$ cat config.mk
export PLATFORM = sky130hd
export DESIGN_NAME = addr_window_decoder
export DESIGN_NICKNAME = d
export VERILOG_FILES = /design/src/rtl/awd_pkg.sv /design/src/rtl/awd_cfg_regs.sv /design/src/rtl/awd_window_match.sv /design/src/rtl/awd_select.sv /design/src/rtl/addr_window_decoder.sv
export SDC_FILE = /design/constraint.sdc
export NUM_CORES = 1
export LEC_CHECK = 0
export BUFFER_PORTS_ARGS = -buffer_cell sky130_fd_sc_hd__buf_4
export CORE_ASPECT_RATIO = 2
export CORE_MARGIN = 3
export CORE_UTILIZATION = 26
export CTS_CLUSTER_DIAMETER = 80
export CTS_CLUSTER_SIZE = 25
export DETAILED_ROUTE_END_ITERATION = 8
export MAX_ROUTING_LAYER = met4
export PLACE_DENSITY_LB_ADDON = 0.08
export RECOVER_POWER = 100
export SYNTH_ARGS = -nofsm -noshare
export SYNTH_HDL_FRONTEND = slang
export SYNTH_SLANG_ARGS = --single-unit
$ cat constraint.sdc
create_clock -name clk -period 7.9 [get_ports clk]
set_input_delay 0.395 -clock clk [delete_from_list [all_inputs] [get_ports clk]]
set_output_delay 0.395 -clock clk [all_outputs]
set_load 0.05 [all_outputs]
$ cat src/rtl/awd_pkg.sv
package awd_pkg;
    localparam int ADDR_W    = 32;
    localparam int PAGE_BITS = 16;
    localparam int FIELD_W   = ADDR_W - PAGE_BITS;

    typedef enum logic [1:0] {
        CFG_BASE    = 2'd0,
        CFG_SIZE    = 2'd1,
        CFG_REMAP   = 2'd2,
        CFG_DISABLE = 2'd3
    } cfg_kind_e;

    typedef struct packed {
        logic [FIELD_W-1:0] base;
        logic [FIELD_W-1:0] size;
        logic [FIELD_W-1:0] remap;
    } win_cfg_t;

    // A legal size mask is a run of ones from bit 0 covering at least min_log2 bits.
    function automatic logic mask_ok(input logic [FIELD_W-1:0] v, input int min_log2);
        logic [FIELD_W-1:0] low;
        low = (FIELD_W'(1) << min_log2) - FIELD_W'(1);
        return ((v & (v + FIELD_W'(1))) == '0) && ((v & low) == low);
    endfunction
endpackage

$ cat src/rtl/awd_cfg_regs.sv
module awd_cfg_regs
    import awd_pkg::*;
#(
    parameter int                  NUM_WIN  = 8,
    parameter int                  MIN_LOG2 = 4,
    parameter logic [NUM_WIN-1:0]  REMAP_EN = 8'hF0,
    localparam int                 IDX_W    = $clog2(NUM_WIN)
) (
    input  logic                         clk,
    input  logic                         rst,
    input  logic                         cfg_we,
    input  cfg_kind_e                    cfg_kind,
    input  logic [IDX_W-1:0]             cfg_idx,
    input  logic [FIELD_W-1:0]           cfg_wdata,
    output win_cfg_t [NUM_WIN-1:0]       cfg_q,
    output logic [NUM_WIN-1:0]           dis_q,
    output logic                         size_err_q
);
    localparam logic [FIELD_W-1:0] RST_SIZE = (FIELD_W'(1) << MIN_LOG2) - FIELD_W'(1);

    logic size_legal;
    assign size_legal = mask_ok(cfg_wdata, MIN_LOG2);

    for (genvar i = 0; i < NUM_WIN; i++) begin : g_win
        win_cfg_t r;
        logic     hit_wr;
        assign hit_wr = cfg_we && (cfg_idx == IDX_W'(i));

        always_ff @(posedge clk) begin
            if (rst) begin
                r <= '{base: '0, size: RST_SIZE, remap: '0};
            end else if (hit_wr) begin
                unique case (cfg_kind)
                    CFG_BASE:    r.base <= cfg_wdata;
                    CFG_SIZE:    if (size_legal) r.size <= cfg_wdata;
                    CFG_REMAP:   if (REMAP_EN[i]) r.remap <= cfg_wdata;
                    CFG_DISABLE: ;
                    default:     ;
                endcase
            end
        end
        assign cfg_q[i] = r;
    end

    always_ff @(posedge clk) begin
        if (rst) begin
            dis_q      <= '1;
            size_err_q <= 1'b0;
        end else if (cfg_we) begin
            if (cfg_kind == CFG_DISABLE) dis_q <= cfg_wdata[NUM_WIN-1:0];
            if (cfg_kind == CFG_SIZE && !size_legal) size_err_q <= 1'b1;
        end
    end
endmodule

$ cat src/rtl/awd_window_match.sv
module awd_window_match
    import awd_pkg::*;
(
    input  logic [FIELD_W-1:0] addr_hi,
    input  logic [FIELD_W-1:0] base,
    input  logic [FIELD_W-1:0] size,
    input  logic               disabled,
    output logic               hit
);
    // Bits under the size mask are the in-window offset; the rest must equal base.
    assign hit = !disabled && ((addr_hi & ~size) == base);
endmodule

$ cat src/rtl/awd_select.sv
module awd_select
    import awd_pkg::*;
#(
    parameter int                 NUM_WIN  = 8,
    parameter logic [NUM_WIN-1:0] REMAP_EN = 8'hF0,
    localparam int                IDX_W    = $clog2(NUM_WIN)
) (
    input  logic [NUM_WIN-1:0]     hit,
    input  win_cfg_t [NUM_WIN-1:0] cfg,
    input  logic [ADDR_W-1:0]      addr,
    output logic [NUM_WIN-1:0]     pick,
    output logic                   found,
    output logic [ADDR_W-1:0]      next_out,
    output logic                   next_bad
);
    logic [IDX_W-1:0]  idx;
    win_cfg_t          w;
    logic [ADDR_W-1:0] mask;
    logic [ADDR_W-1:0] start;
    logic [ADDR_W:0]   sum;
    logic [ADDR_W:0]   limit;

    // Fixed priority: the lowest index among the hits wins.
    always_comb begin
        pick  = '0;
        found = 1'b0;
        idx   = '0;
        for (int i = 0; i < NUM_WIN; i++) begin
            if (hit[i] && !found) begin
                found   = 1'b1;
                pick[i] = 1'b1;
                idx     = IDX_W'(i);
            end
        end
    end

    always_comb begin
        w     = cfg[idx];
        mask  = {w.size, {PAGE_BITS{1'b1}}};
        start = {w.base, {PAGE_BITS{1'b0}}} | ({w.remap, {PAGE_BITS{1'b0}}} & mask);
        sum   = {1'b0, start} + {1'b0, addr & mask};
        limit = {1'b0, {w.base, {PAGE_BITS{1'b0}}} | mask};
        if (found && REMAP_EN[idx]) begin
            next_out = sum[ADDR_W-1:0];
            next_bad = sum > limit;
        end else begin
            next_out = addr;
            next_bad = 1'b0;
        end
    end
endmodule

$ cat src/rtl/addr_window_decoder.sv
module addr_window_decoder
    import awd_pkg::*;
#(
    parameter int                 NUM_WIN  = 8,
    parameter int                 MIN_LOG2 = 4,
    parameter logic [NUM_WIN-1:0] REMAP_EN = 8'hF0,
    localparam int                IDX_W    = $clog2(NUM_WIN)
) (
    input  logic               clk,
    input  logic               rst,
    input  logic               cpu_valid,
    input  logic [ADDR_W-1:0]  cpu_addr,
    input  logic               cfg_we,
    input  logic [1:0]         cfg_kind,
    input  logic [IDX_W-1:0]   cfg_idx,
    input  logic [FIELD_W-1:0] cfg_wdata,
    output logic [NUM_WIN-1:0] win_sel,
    output logic               win_miss,
    output logic [ADDR_W-1:0]  out_addr,
    output logic               out_bad,
    output logic               size_err
);
    win_cfg_t [NUM_WIN-1:0] cfg;
    logic [NUM_WIN-1:0]     dis_bits;
    logic [NUM_WIN-1:0]     hits;
    logic [NUM_WIN-1:0]     pick;
    logic                   found;
    logic [ADDR_W-1:0]      next_out;
    logic                   next_bad;

    awd_cfg_regs #(
        .NUM_WIN  (NUM_WIN),
        .MIN_LOG2 (MIN_LOG2),
        .REMAP_EN (REMAP_EN)
    ) u_regs (
        .clk        (clk),
        .rst        (rst),
        .cfg_we     (cfg_we),
        .cfg_kind   (cfg_kind_e'(cfg_kind)),
        .cfg_idx    (cfg_idx),
        .cfg_wdata  (cfg_wdata),
        .cfg_q      (cfg),
        .dis_q      (dis_bits),
        .size_err_q (size_err)
    );

    for (genvar i = 0; i < NUM_WIN; i++) begin : g_match
        awd_window_match u_match (
            .addr_hi  (cpu_addr[ADDR_W-1:PAGE_BITS]),
            .base     (cfg[i].base),
            .size     (cfg[i].size),
            .disabled (dis_bits[i]),
            .hit      (hits[i])
        );
    end

    awd_select #(
        .NUM_WIN  (NUM_WIN),
        .REMAP_EN (REMAP_EN)
    ) u_sel (
        .hit      (hits),
        .cfg      (cfg),
        .addr     (cpu_addr),
        .pick     (pick),
        .found    (found),
        .next_out (next_out),
        .next_bad (next_bad)
    );

    always_ff @(posedge clk) begin
        if (rst) begin
            win_sel  <= '0;
            win_miss <= 1'b0;
            out_addr <= '0;
            out_bad  <= 1'b0;
        end else begin
            win_sel  <= cpu_valid ? pick : '0;
            win_miss <= cpu_valid && !found;
            out_addr <= next_out;
            out_bad  <= cpu_valid && next_bad;
        end
    end
endmodule

# Word level (Yosys, flattened, before mapping)
# Memory sizes are Yosys's and may differ from the RTL's.
# Index checks and enable logic that the tools add are counted.
dict set report totals {
  register_bits 371
  romBits 8
  inputBits 57
  out_inout_bits 43
  word_cells 170
  n_memories 1
}
# memory depth word_bits rd rd_ports_with_merged_regs write_ports line
set memory_table {}
lappend memory_table {{(name not given)} 8 1 1 0 0 awd_select.sv:43} ;# if (found && REMAP_EN[idx]) begin
dict set report classes {
  addsub 2
  magnitude_cmp 2
  n_eq_ne 19
  n_mux 27
  n_bitwise 22
  reduce_logical 71
}
# operator count
set ops {}
lappend ops {{$and A16 B16 Y16} 9}
lappend ops {{$bmux W48 S3} 1}
lappend ops {{$eq A16 B16 Y1} 8}
lappend ops {{$not A16 Y16} 8}
lappend ops {{$and A32 B32 Y32} 2}
lappend ops {{$or A32 B32 Y32} 2}
lappend ops {{$mux W48} 1}
lappend ops {{$add A32 B32 Y33} 1}
lappend ops {{$gt A33 B32 Y1} 1}
lappend ops {{$mux W32} 1}
lappend ops {{$logic_and A1 B1 Y1} 28}
lappend ops {{$reduce_and A2 Y1} 14}
lappend ops {{$reduce_and A3 Y1} 8}
lappend ops {{$mux W1} 18}
lappend ops {{$logic_not A1 Y1} 17}
lappend ops {{$add A16 B1 Y16 const B} 1}
lappend ops {{$logic_not A16 Y1} 1}
lappend ops {{$eq A3 B3 Y1 const B} 4}
lappend ops {{$mux W3} 4}
lappend ops {{$eq A3 B2 Y1 const B} 2}
lappend ops {{$eq A2 B2 Y1 const B} 2}
lappend ops {{$eq A4 B4 Y1 const B} 1}
lappend ops {{$lt A3 B4 Y1 const B} 1}
lappend ops {{$mux W2} 2}
lappend ops {{other kinds (6)} 6}

# Logic depth before layout (Yosys ltp)
# Gate-level depths: netlist of run 1.
dict set report depth {
  word_depth 34
  mapped_depth 31
  mapped_depth_nobuf 27
}

# By module
# A second synthesis of run 1 with hierarchy kept.
dict set report hier_totals {
  cells_unflattened 2586
  hier_area_um2 21597.0
}
# mod n_inst cells_each area_per_inst_um2
set by_module_without_submodules {}
lappend by_module_without_submodules {awd_cfg_regs 1 1415 12512.0}
lappend by_module_without_submodules {awd_select 1 779 5542.8}
lappend by_module_without_submodules {awd_window_match 8 38 299.0}
lappend by_module_without_submodules {addr_window_decoder 1 88 1149.9}

# Worst setup path before layout of run 1
# No wires, ideal clock.
dict set report synth_timing {
  path_type {input to register}
  from {in cpu_addr[16]}
  to {reg out_bad}
  setup_ps 131
  t_arrival_ps 5646
  required_ps 7769
  setup_slack_ps 2123
  cell_stages 29
  n_path_buf 3
  path_cell_list {buf_4 -> nor2b_1 -> xnor2_1 -> nand4_1 -> nor3_1 -> nand4_2 -> and2_1 -> buf_2 -> nor2_2 -> buf_2 -> a32oi_1 -> a311o_1 -> ha_1 -> fa_1 -> a21oi_1 -> o21bai_1 -> a21oi_1 -> o21ai_0 -> a211o_1 -> a31o_2 -> a21oi_1 -> xnor2_1 -> ha_1 -> a211oi_1 -> o211ai_1 -> a21oi_1 -> o21bai_1 -> a221oi_1 -> nor3_1}
}
dict set report synth_between {
  elab_chain_cells 33
  word_cells_on_any_way 66
}
# element line
set synth_lines {}
lappend synth_lines {{from (decl)} addr_window_decoder.sv:12} ;# input logic [ADDR_W-1:0] cpu_addr,
lappend synth_lines {{$and A16 B16 Y16} awd_window_match.sv:11} ;# assign hit = !disabled && ((addr_hi & ~size) == base);
lappend synth_lines {{$eq A16 B16 Y1} awd_window_match.sv:11}
lappend synth_lines {{$logic_and A1 B1 Y1} awd_window_match.sv:11}
lappend synth_lines {{$mux W1} awd_select.sv:29} ;# if (hit[i] && !found) begin
lappend synth_lines {{$logic_not A1 Y1} awd_select.sv:29}
lappend synth_lines {{$logic_and A1 B1 Y1} awd_select.sv:29}
lappend synth_lines {{$mux W1} awd_select.sv:29}
lappend synth_lines {{$logic_not A1 Y1} awd_select.sv:29}
lappend synth_lines {{[17 not listed]} -}
lappend synth_lines {{$bmux W48 S3} awd_select.sv:38} ;# w = cfg[idx];
lappend synth_lines {{$mux W48 (implied by the code)} awd_select.sv:38}
lappend synth_lines {{$and A32 B32 Y32} awd_select.sv:40} ;# start = {w.base, {PAGE_BITS{1'b0}}} | ({w.remap, {PAGE_BITS{1'b0}}} & mask);
lappend synth_lines {{$or A32 B32 Y32} awd_select.sv:40}
lappend synth_lines {{$add A32 B32 Y33} awd_select.sv:41} ;# sum = {1'b0, start} + {1'b0, addr & mask};
lappend synth_lines {{$gt A33 B32 Y1} awd_select.sv:45} ;# next_bad = sum > limit;
lappend synth_lines {{$mux W1 (*)} awd_select.sv:43}
lappend synth_lines {{$logic_and A1 B1 Y1 (*)} addr_window_decoder.sv:80} ;# out_bad <= cpu_valid && next_bad;
lappend synth_lines {{to (signal assigned)} addr_window_decoder.sv:80}
lappend synth_lines {{to (decl)} addr_window_decoder.sv:20} ;# output logic out_bad,
# Every way passes the cells marked *; elsewhere a longest branch is shown, timed or not. The select of a mux whose other input is x is not followed.
# A chain may end at the register's enable or synchronous reset.

# Worst setup path after layout of run 1
dict set report layout_timing {
  from {reg, netlist name u_regs.cfg_q[307]}
  to {reg out_bad}
}
dict set report layout_between {
  elab_chain_cells 17
  word_cells_on_any_way 24
}
# element line
set layout_lines {}
lappend layout_lines {{$not A16 Y16} awd_window_match.sv:11}
lappend layout_lines {{$and A16 B16 Y16} awd_window_match.sv:11}
lappend layout_lines {{$eq A16 B16 Y1} awd_window_match.sv:11}
lappend layout_lines {{$logic_and A1 B1 Y1} awd_window_match.sv:11}
lappend layout_lines {{$logic_and A1 B1 Y1} awd_select.sv:29}
lappend layout_lines {{$mux W1} awd_select.sv:29}
lappend layout_lines {{$logic_not A1 Y1} awd_select.sv:29}
lappend layout_lines {{$logic_and A1 B1 Y1} awd_select.sv:29}
lappend layout_lines {{$mux W3} awd_select.sv:29}
lappend layout_lines {{$bmux W48 S3} awd_select.sv:38}
lappend layout_lines {{$mux W48 (implied by the code)} awd_select.sv:38}
lappend layout_lines {{$and A32 B32 Y32} awd_select.sv:40}
lappend layout_lines {{$or A32 B32 Y32} awd_select.sv:40}
lappend layout_lines {{$add A32 B32 Y33} awd_select.sv:41}
lappend layout_lines {{$gt A33 B32 Y1} awd_select.sv:45}
lappend layout_lines {{$mux W1 (*)} awd_select.sv:43}
lappend layout_lines {{$logic_and A1 B1 Y1 (*)} addr_window_decoder.sv:80}
# Marked as above.

==> metrics, run 1 <==
CP Launch Type flip-flop; setup violators final 0; worst flop-to-flop path endpoint out_bad$_SDFF_PP0_; CP max stage delay 0.64 ns; I/O Buffers 99; fin crit share 0.9401; Reg-to-Reg Start u_regs.cfg_q[307]$_SDFFE_PP1P_; hold_sp cpu_addr[10]; layout cell share with drive strength beyond 1 0.08388; setup TNS 0 ns; Hold Path Stages 2; Synth Register Bits 371; Inserted Clock Buffers 20; min Tclk post-route 7.427 ns; Max-Cap Viols 4; PD cells 157.1 mW/mm^2; CTS tree built; Mean Syn Cell Area 7.702 sq um; IR drop worst, VDD 101.5 uV; WL per Instance 28.04 um; number of global-route vias before repair 18910; Final Slew Violations 369; CP Data Arrival Time 7.89 ns; total chip power 3.491 mW; final hold viol count 0; DPL Wire Length 76.43 mm; Post-Route WL 100.8 mm; gr ovfl total 0; Critical-path top delay cell xnor2_1; DR pass1 iterations 6; worst reg2reg setup slack 0.47 ns; initial core utilization 0.2640; Fmax achieved 134.6 MHz; post-route ant nets 0; Synth warnings 0; largest net degree at the start of global routing 106; RD Place Congestion 0.9796; Critical Path RT 8.36 ns; Design Area, Final 0.02223 sq mm; clk_lat worst skew 0.60 ns; failing checks max-capacitance violations, max-slew violations; crit path kind reg2reg; DRT iter0 DRCs 1540; all-layer global routing usage 0.2494; P&R area growth vs syn 11.77%; register area share after synthesis 0.3735; skew final 0.03379 ns; FILL cells 8226; Crit path top cell by count a21oi_1; Die Footprint 0.08004 sq mm; Hold Path End out_addr[10]$_SDFF_PP0_; post-placement cell area 0.02175 sq mm; Leakage 7.125 nW; Net count, final 2672; number of enable flip-flop cells after synthesis 0; Post-Syn Area 0.01989 sq mm; maximum clock path buffer count 3; CP Max Fanout 19; Vias/cell 5.360; CTS Sinks 371; Post-CTS Setup Inserts 0; RSZ-0062 raised after global routing false; top_reg_cell synth dfxtp_1; die span in y 397.1 um; io pins 100; H-Tree Depth 1; worst r2r path cells 29; Row Count 142; register clock-pin slew on the reported worst setup and hold paths 0.11 ns; total number of vias 19270; status finished with violations; Hold WC Path Type in2reg; antenna violations before repair 1; drc violations 0; Max-Slew Margin vs Limit -2.575; crit end category flip-flop; root buf cell clkbuf_16; Synth Net Count 2672; register area 0.007427 sq mm; Post-synth ARST share 0; CORE AREA 0.07533 sq mm; Die X 201.6 um; Distinct cells, synth 70; global-route wire length before repair 140.8 mm; Cells after Synth 2582; Multi-input gate area 0.01171 sq mm; Slew @ Worst Pin 5.363 ns
[kinds of logic (layout without fill, tap and decap cells)]
kind of cell | count (synthesis) | after routing | share of synthesized area
adder cells (fa/ha/maj) | 33 | 33 | 0.02114
AND/OR/NAND/NOR | 1153 | 1153 | 0.2680
other | 0 | 1 | 0
XOR/XNOR | 142 | 142 | 0.06254
multiplexers | 46 | 46 | 0.02485
AO/OA/AOI/OAI | 628 | 628 | 0.2061
buffers and inverters | 209 | 214 | 0.04392
flip-flops | 371 | 371 | 0.3735
[registers in the layout, indices dropped and copies added, names as in the netlist]
signal / flops
out_addr: 32
out_bad: 1
u_regs.cfg_q: 320
u_regs.dis_q: 8
u_regs.size_err_q: 1
win_miss: 1
win_sel: 8
[cell usage in the layout (no fill, tap or decap), types with 24 or more instances in the layout]
| master | n |
|---|---|
| nand2_1 | 699 |
| dfxtp_1 | 371 |
| a21oi_1 | 342 |
| nor2b_1 | 135 |
| xnor2_1 | 135 |
| buf_4 | 117 |
| nand4_1 | 67 |
| clkbuf_1 | 48 |
| nand3_1 | 44 |
| and3_1 | 38 |
| o211ai_1 | 38 |
| or3_1 | 36 |
| mux2i_1 | 34 |
| ha_1 | 32 |
| nor2_1 | 28 |
| nand2b_1 | 27 |
| a311oi_1 | 24 |
[critical path: cells and delay by family, from the launching register on]
kind | cells | cell delay (ns)
multiplexers | 1 | 0.28
flip-flops | 1 | 0.48
adder cells (fa/ha/maj) | 3 | 0.92
XOR/XNOR | 2 | 0.81
AND/OR/NAND/NOR | 6 | 1.12
buffers and inverters | 2 | 0.54
AO/OA/AOI/OAI | 15 | 3.12
[power breakdown]
part / internal (mW) / leakage (nW) / switching [mW]
registers: 1.89 / 3.00 / 0.0112
logic: 0.0864 / 3.82 / 0.224
clock network: 0.532 / 0.300 / 0.750
[cells in the mapped netlist, types with 9 or more instances]
library cell / instances / share of area
a2111oi_0: 9 / 0.0040
a211o_1: 19 / 0.0084
a211oi_1: 16 / 0.0060
a21oi_1: 343 / 0.086
a221oi_1: 13 / 0.0057
a22oi_1: 20 / 0.0075
a311o_1: 11 / 0.0055
a311oi_1: 24 / 0.011
a31oi_1: 21 / 0.0066
a32oi_1: 11 / 0.0048
and3_1: 38 / 0.012
buf_2: 23 / 0.0058
clkbuf_1: 160 / 0.030
dfxtp_1: 371 / 0.37
ha_1: 32 / 0.020
inv_1: 13 / 0.0025
mux2i_1: 34 / 0.017
nand2_1: 699 / 0.13
nand2b_1: 27 / 0.0085
nand3_1: 44 / 0.011
nand3b_1: 9 / 0.0034
nand4_1: 67 / 0.021
nor2_1: 42 / 0.0079
nor2b_1: 135 / 0.042
nor3_1: 28 / 0.0070
o211a_1: 13 / 0.0065
o211ai_1: 38 / 0.014
o21a_1: 10 / 0.0038
o21ai_0: 23 / 0.0058
or3_1: 36 / 0.011
xnor2_1: 135 / 0.059
[repair_timing]
item / CTS / global route
setup endpoints to repair: 0 / 0
hold endpoints to repair: 5 / 0
resized for setup: 0 / 0
hold buffers: 5 / 0
[metal layers]
metal | track usage | wire [um] | vias up
li1 | - | - | 8934
met5 | - | 0 | -
met3 | 0.01515 | 3679 | 228
met4 | 0.1718 | 8595 | 0
met2 | 0.4504 | 51880 | 732
met1 | 0.2592 | 36670 | 9380
[through the flow]
stage | utilization | hold slack (ns) | setup slack, ns | instances
final | 0.2950 | 0.02776 | 0.4732 | 3596
after global routing | 0.2950 | 0.02209 | 0.2319 | 3596
after CTS | 0.2976 | 0.003162 | 0.6221 | 3595
after detailed placement | 0.2888 | 0.4492 | 0.4361 | 3563
after global placement | 0.2888 | 0.4402 | 0.3745 | 3563
after floorplan | - | 0.4296 | 2.123 | 2582
[worst max path at each step]
stage,end,cells after the start,startpoint,slack (ns)
5_1_grt,out_bad$_SDFF_PP0_,26,u_regs.cfg_q[307]$_SDFFE_PP1P_,0.23
3_3_place_gp,out_bad$_SDFF_PP0_,30,cpu_addr[19],0.37
3_5_place_dp,out_bad$_SDFF_PP0_,31,cpu_addr[19],0.44
2_1_floorplan,out_bad$_SDFF_PP0_,29,cpu_addr[16],2.12
6_report,out_bad$_SDFF_PP0_,29,u_regs.cfg_q[307]$_SDFFE_PP1P_,0.47
4_1_cts,out_bad$_SDFF_PP0_,29,u_regs.cfg_q[307]$_SDFFE_PP1P_,0.62
[layout make-up]
cell class,instances,area share
tap,1008,0.05674
sequential,371,0.3342
clock inverter,5,0.003772
multi-input combinational,2002,0.5270
antenna,1,0.0001126
inverter,13,0.002195
timing repair buffer,174,0.05218
clock buffer,22,0.02381
No activity file was read; power rests on OpenSTA's default activity.
==> run 2: changes to the inputs <==
- clock period: 7.9 -> 7.7 ns (I/O delays scaled with it)
==> run 2 against run 1 <==
  * The run still ends with max-capacitance violations, max-slew violations left
  * Non-clock buffer count up 28
  * Design area is 1.5% higher
  * Global-route usage rose by 1.1 points
  * Via count rose by 1.7%
  * Core utilization grew 0.44 points
  * Setup slack worse by 0.24 ns
  * Critical path depth fell by 2
  * Clock power up 12%
  * First-iteration DRC count rose by 11%
==> metrics, run 2 (same netlist as run 1, synthesis figures left out) <==
H-Tree Depth 1 (unchanged); register clock-pin slew on the reported worst setup and hold paths 0.10 ns (was 0.11 ns); fin crit share 0.9694 (was 0.9401); maximum clock path buffer count 3 (unchanged); initial core utilization 0.2640 (unchanged); Max-Slew Margin vs Limit -1.996 (was -2.575); layout cell share with drive strength beyond 1 0.09150 (was 0.08388); WL per Instance 28.76 um (was 28.04 um); drc violations 0 (unchanged); DR top layer met4 (unchanged); setup violators final 0 (unchanged); Critical-path top delay cell nor2_2 (was xnor2_1); number of global-route vias before repair 19480 (was 18910); Post-CTS Setup Inserts 0 (unchanged); M1 WL 37.97 mm (was 36.67 mm); P&R area growth vs syn 13.43% (was 11.77%); CTS Sinks 371 (unchanged); worst r2r path cells 27 (was 29); Routed met2 length 54.93 mm (was 51.88 mm); Design Area, Final 0.02256 sq mm (was 0.02223 sq mm); CP Max Fanout 8 (was 19); most common cell after layout, fill and taps aside nand2_1 (unchanged); Setup crit end out_bad$_SDFF_PP0_ (unchanged); Hold WC Path Type in2reg (unchanged); I/O Buffers 99 (unchanged); wire length on met3 3.923 mm (was 3.679 mm); register area 0.007427 sq mm (unchanged); Die Footprint 0.08004 sq mm (unchanged); fin util 0.2994 (was 0.2950); final hold viol count 0 (unchanged); RD Place Congestion 0.9921 (was 0.9796); Inserted Clock Buffers 23 (was 20); Crit path top cell by count a21oi_1 (unchanged); die span in y 397.1 um (unchanged); Post-Route WL 104.4 mm (was 100.8 mm); global-route wire length before repair 147.5 mm (was 140.8 mm); CP Launch Type flip-flop (unchanged); IR drop worst, VDD 153.3 uV (was 101.5 uV); total number of vias 19600 (was 19270); FILL cells 8280 (was 8226); all-layer global routing usage 0.2603 (was 0.2494); worst flop-to-flop path endpoint out_bad$_SDFF_PP0_ (unchanged); Net count, final 2703 (was 2672); CP max stage delay 0.56 ns (was 0.64 ns); min Tclk post-route 7.464 ns (was 7.427 ns); post-route ant nets 0 (unchanged); PD cells 164.3 mW/mm^2 (was 157.1 mW/mm^2); Reg-to-Reg Start u_regs.cfg_q[364]$_SDFFE_PP0P_ (was u_regs.cfg_q[307]$_SDFFE_PP1P_); Max-Cap Viols 10 (was 4); status finished with violations (unchanged); Leakage 7.314 nW (was 7.125 nW); gr ovfl total 0 (unchanged); CP Data Arrival Time 7.96 ns (was 7.89 ns); DR pass1 iterations 6 (unchanged); Slew @ Worst Pin 4.493 ns (was 5.363 ns); Fin Hold WS 0.04214 ns (was 0.02776 ns); DRT iter0 DRCs 1709 (was 1540); largest net degree at the start of global routing 180 (was 106); CTS tree built (unchanged); Vias/cell 5.397 (was 5.360); Final Slew Violations 472 (was 369); Critical Path RT 8.20 ns (was 8.36 ns); Antenna Diode Count 0 (was 1); failing checks max-capacitance violations, max-slew violations (unchanged); max FFs per register 320 (unchanged); total chip power 3.706 mW (was 3.491 mW); Fmax achieved 134.0 MHz (was 134.6 MHz); start point of the critical path u_regs.cfg_q[364]$_SDFFE_PP0P_ (was u_regs.cfg_q[307]$_SDFFE_PP1P_); worst reg2reg setup slack 0.24 ns (was 0.47 ns); root buf cell clkbuf_16 (unchanged); clk_lat worst skew 0.63 ns (was 0.60 ns); io pins 100 (unchanged); hold_sp cpu_addr[5] (was cpu_addr[10]); post-placement cell area 0.02192 sq mm (was 0.02175 sq mm); setup TNS 0 ns (unchanged); skew final 0.06218 ns (was 0.03379 ns); crit path kind reg2reg (unchanged); most frequent cells in the layout 698 x nand2_1, 371 x dfxtp_1, 343 x a21oi_1, 139 x buf_4, 135 x nor2b_1 (was 699 x nand2_1, 371 x dfxtp_1, 342 x a21oi_1, 135 x nor2b_1, 135 x xnor2_1); Die X 201.6 um (unchanged); Multi-input gate area 0.01168 sq mm (was 0.01171 sq mm); crit end category flip-flop (unchanged); Row Count 142 (unchanged); DPL Wire Length 78.95 mm (was 76.43 mm); CORE AREA 0.07533 sq mm (unchanged); RSZ-0062 raised after global routing false (unchanged); antenna violations before repair 3 (was 1)
run 2: layer usage:
| layer | vias up | GRT usage |
|---|---|---|
| li1 | 9014 | - |
| met1 | 9623 | 0.2788 |
| met2 | 727 | 0.4753 |
| met3 | 234 | 0.01244 |
| met4 | 0 | 0.1529 |
| met5 | - | - |
run 2: layout make-up:
type,instances,area share
inverters,13,0.002163
well taps,1008,0.05591
flip-flops and latches,371,0.3293
clock buffers,23,0.02552
repair buffers,202,0.06185
multi-input cells,2002,0.5179
clock inverters,12,0.007377
run 2: worst min path at each step:
stage	slack, ns	cells after the start	end
2_1_floorplan	0.43	1	u_regs.cfg_q[113]$_SDFFE_PP1P_
3_3_place_gp	0.44	2	u_regs.cfg_q[254]$_SDFFE_PP0P_
3_5_place_dp	0.45	2	u_regs.cfg_q[343]$_SDFFE_PP0P_
4_1_cts	0.008	2	out_addr[5]$_SDFF_PP0_
5_1_grt	0.03	2	out_addr[5]$_SDFF_PP0_
6_report	0.04	2	out_addr[5]$_SDFF_PP0_
run 2: metrics by stage:
stage | std cells | setup WS [ns]
floorplan | 2582 | 1.933
global placement | 3583 | 0.1338
detailed placement | 3583 | 0.1020
CTS | 3631 | 0.3724
global route | 3631 | 0.1442
finish | 3631 | 0.2359
run 2: what timing repair did:
action / in CTS / in global routing
endpoints found under the setup margin: 0 / 1
resized for setup: 0 / 1
hold endpoints to repair: 13 / 0
hold buffers: 13 / 0
run 2: where the power goes:
part	internal, mW	switching (mW)
clock network	0.587	0.846
registers	1.94	0.0112
logic	0.0934	0.232
run 2: critical path, delay by kind of cell (launching register included):
kind | cells | cell delay, ns
AOI/OAI and AO/OA | 16 | 3.68
xor gates and xnor gates | 2 | 0.62
adders and majority gates | 3 | 0.92
DFF | 1 | 0.46
and+or+nand+nor | 6 | 1.61
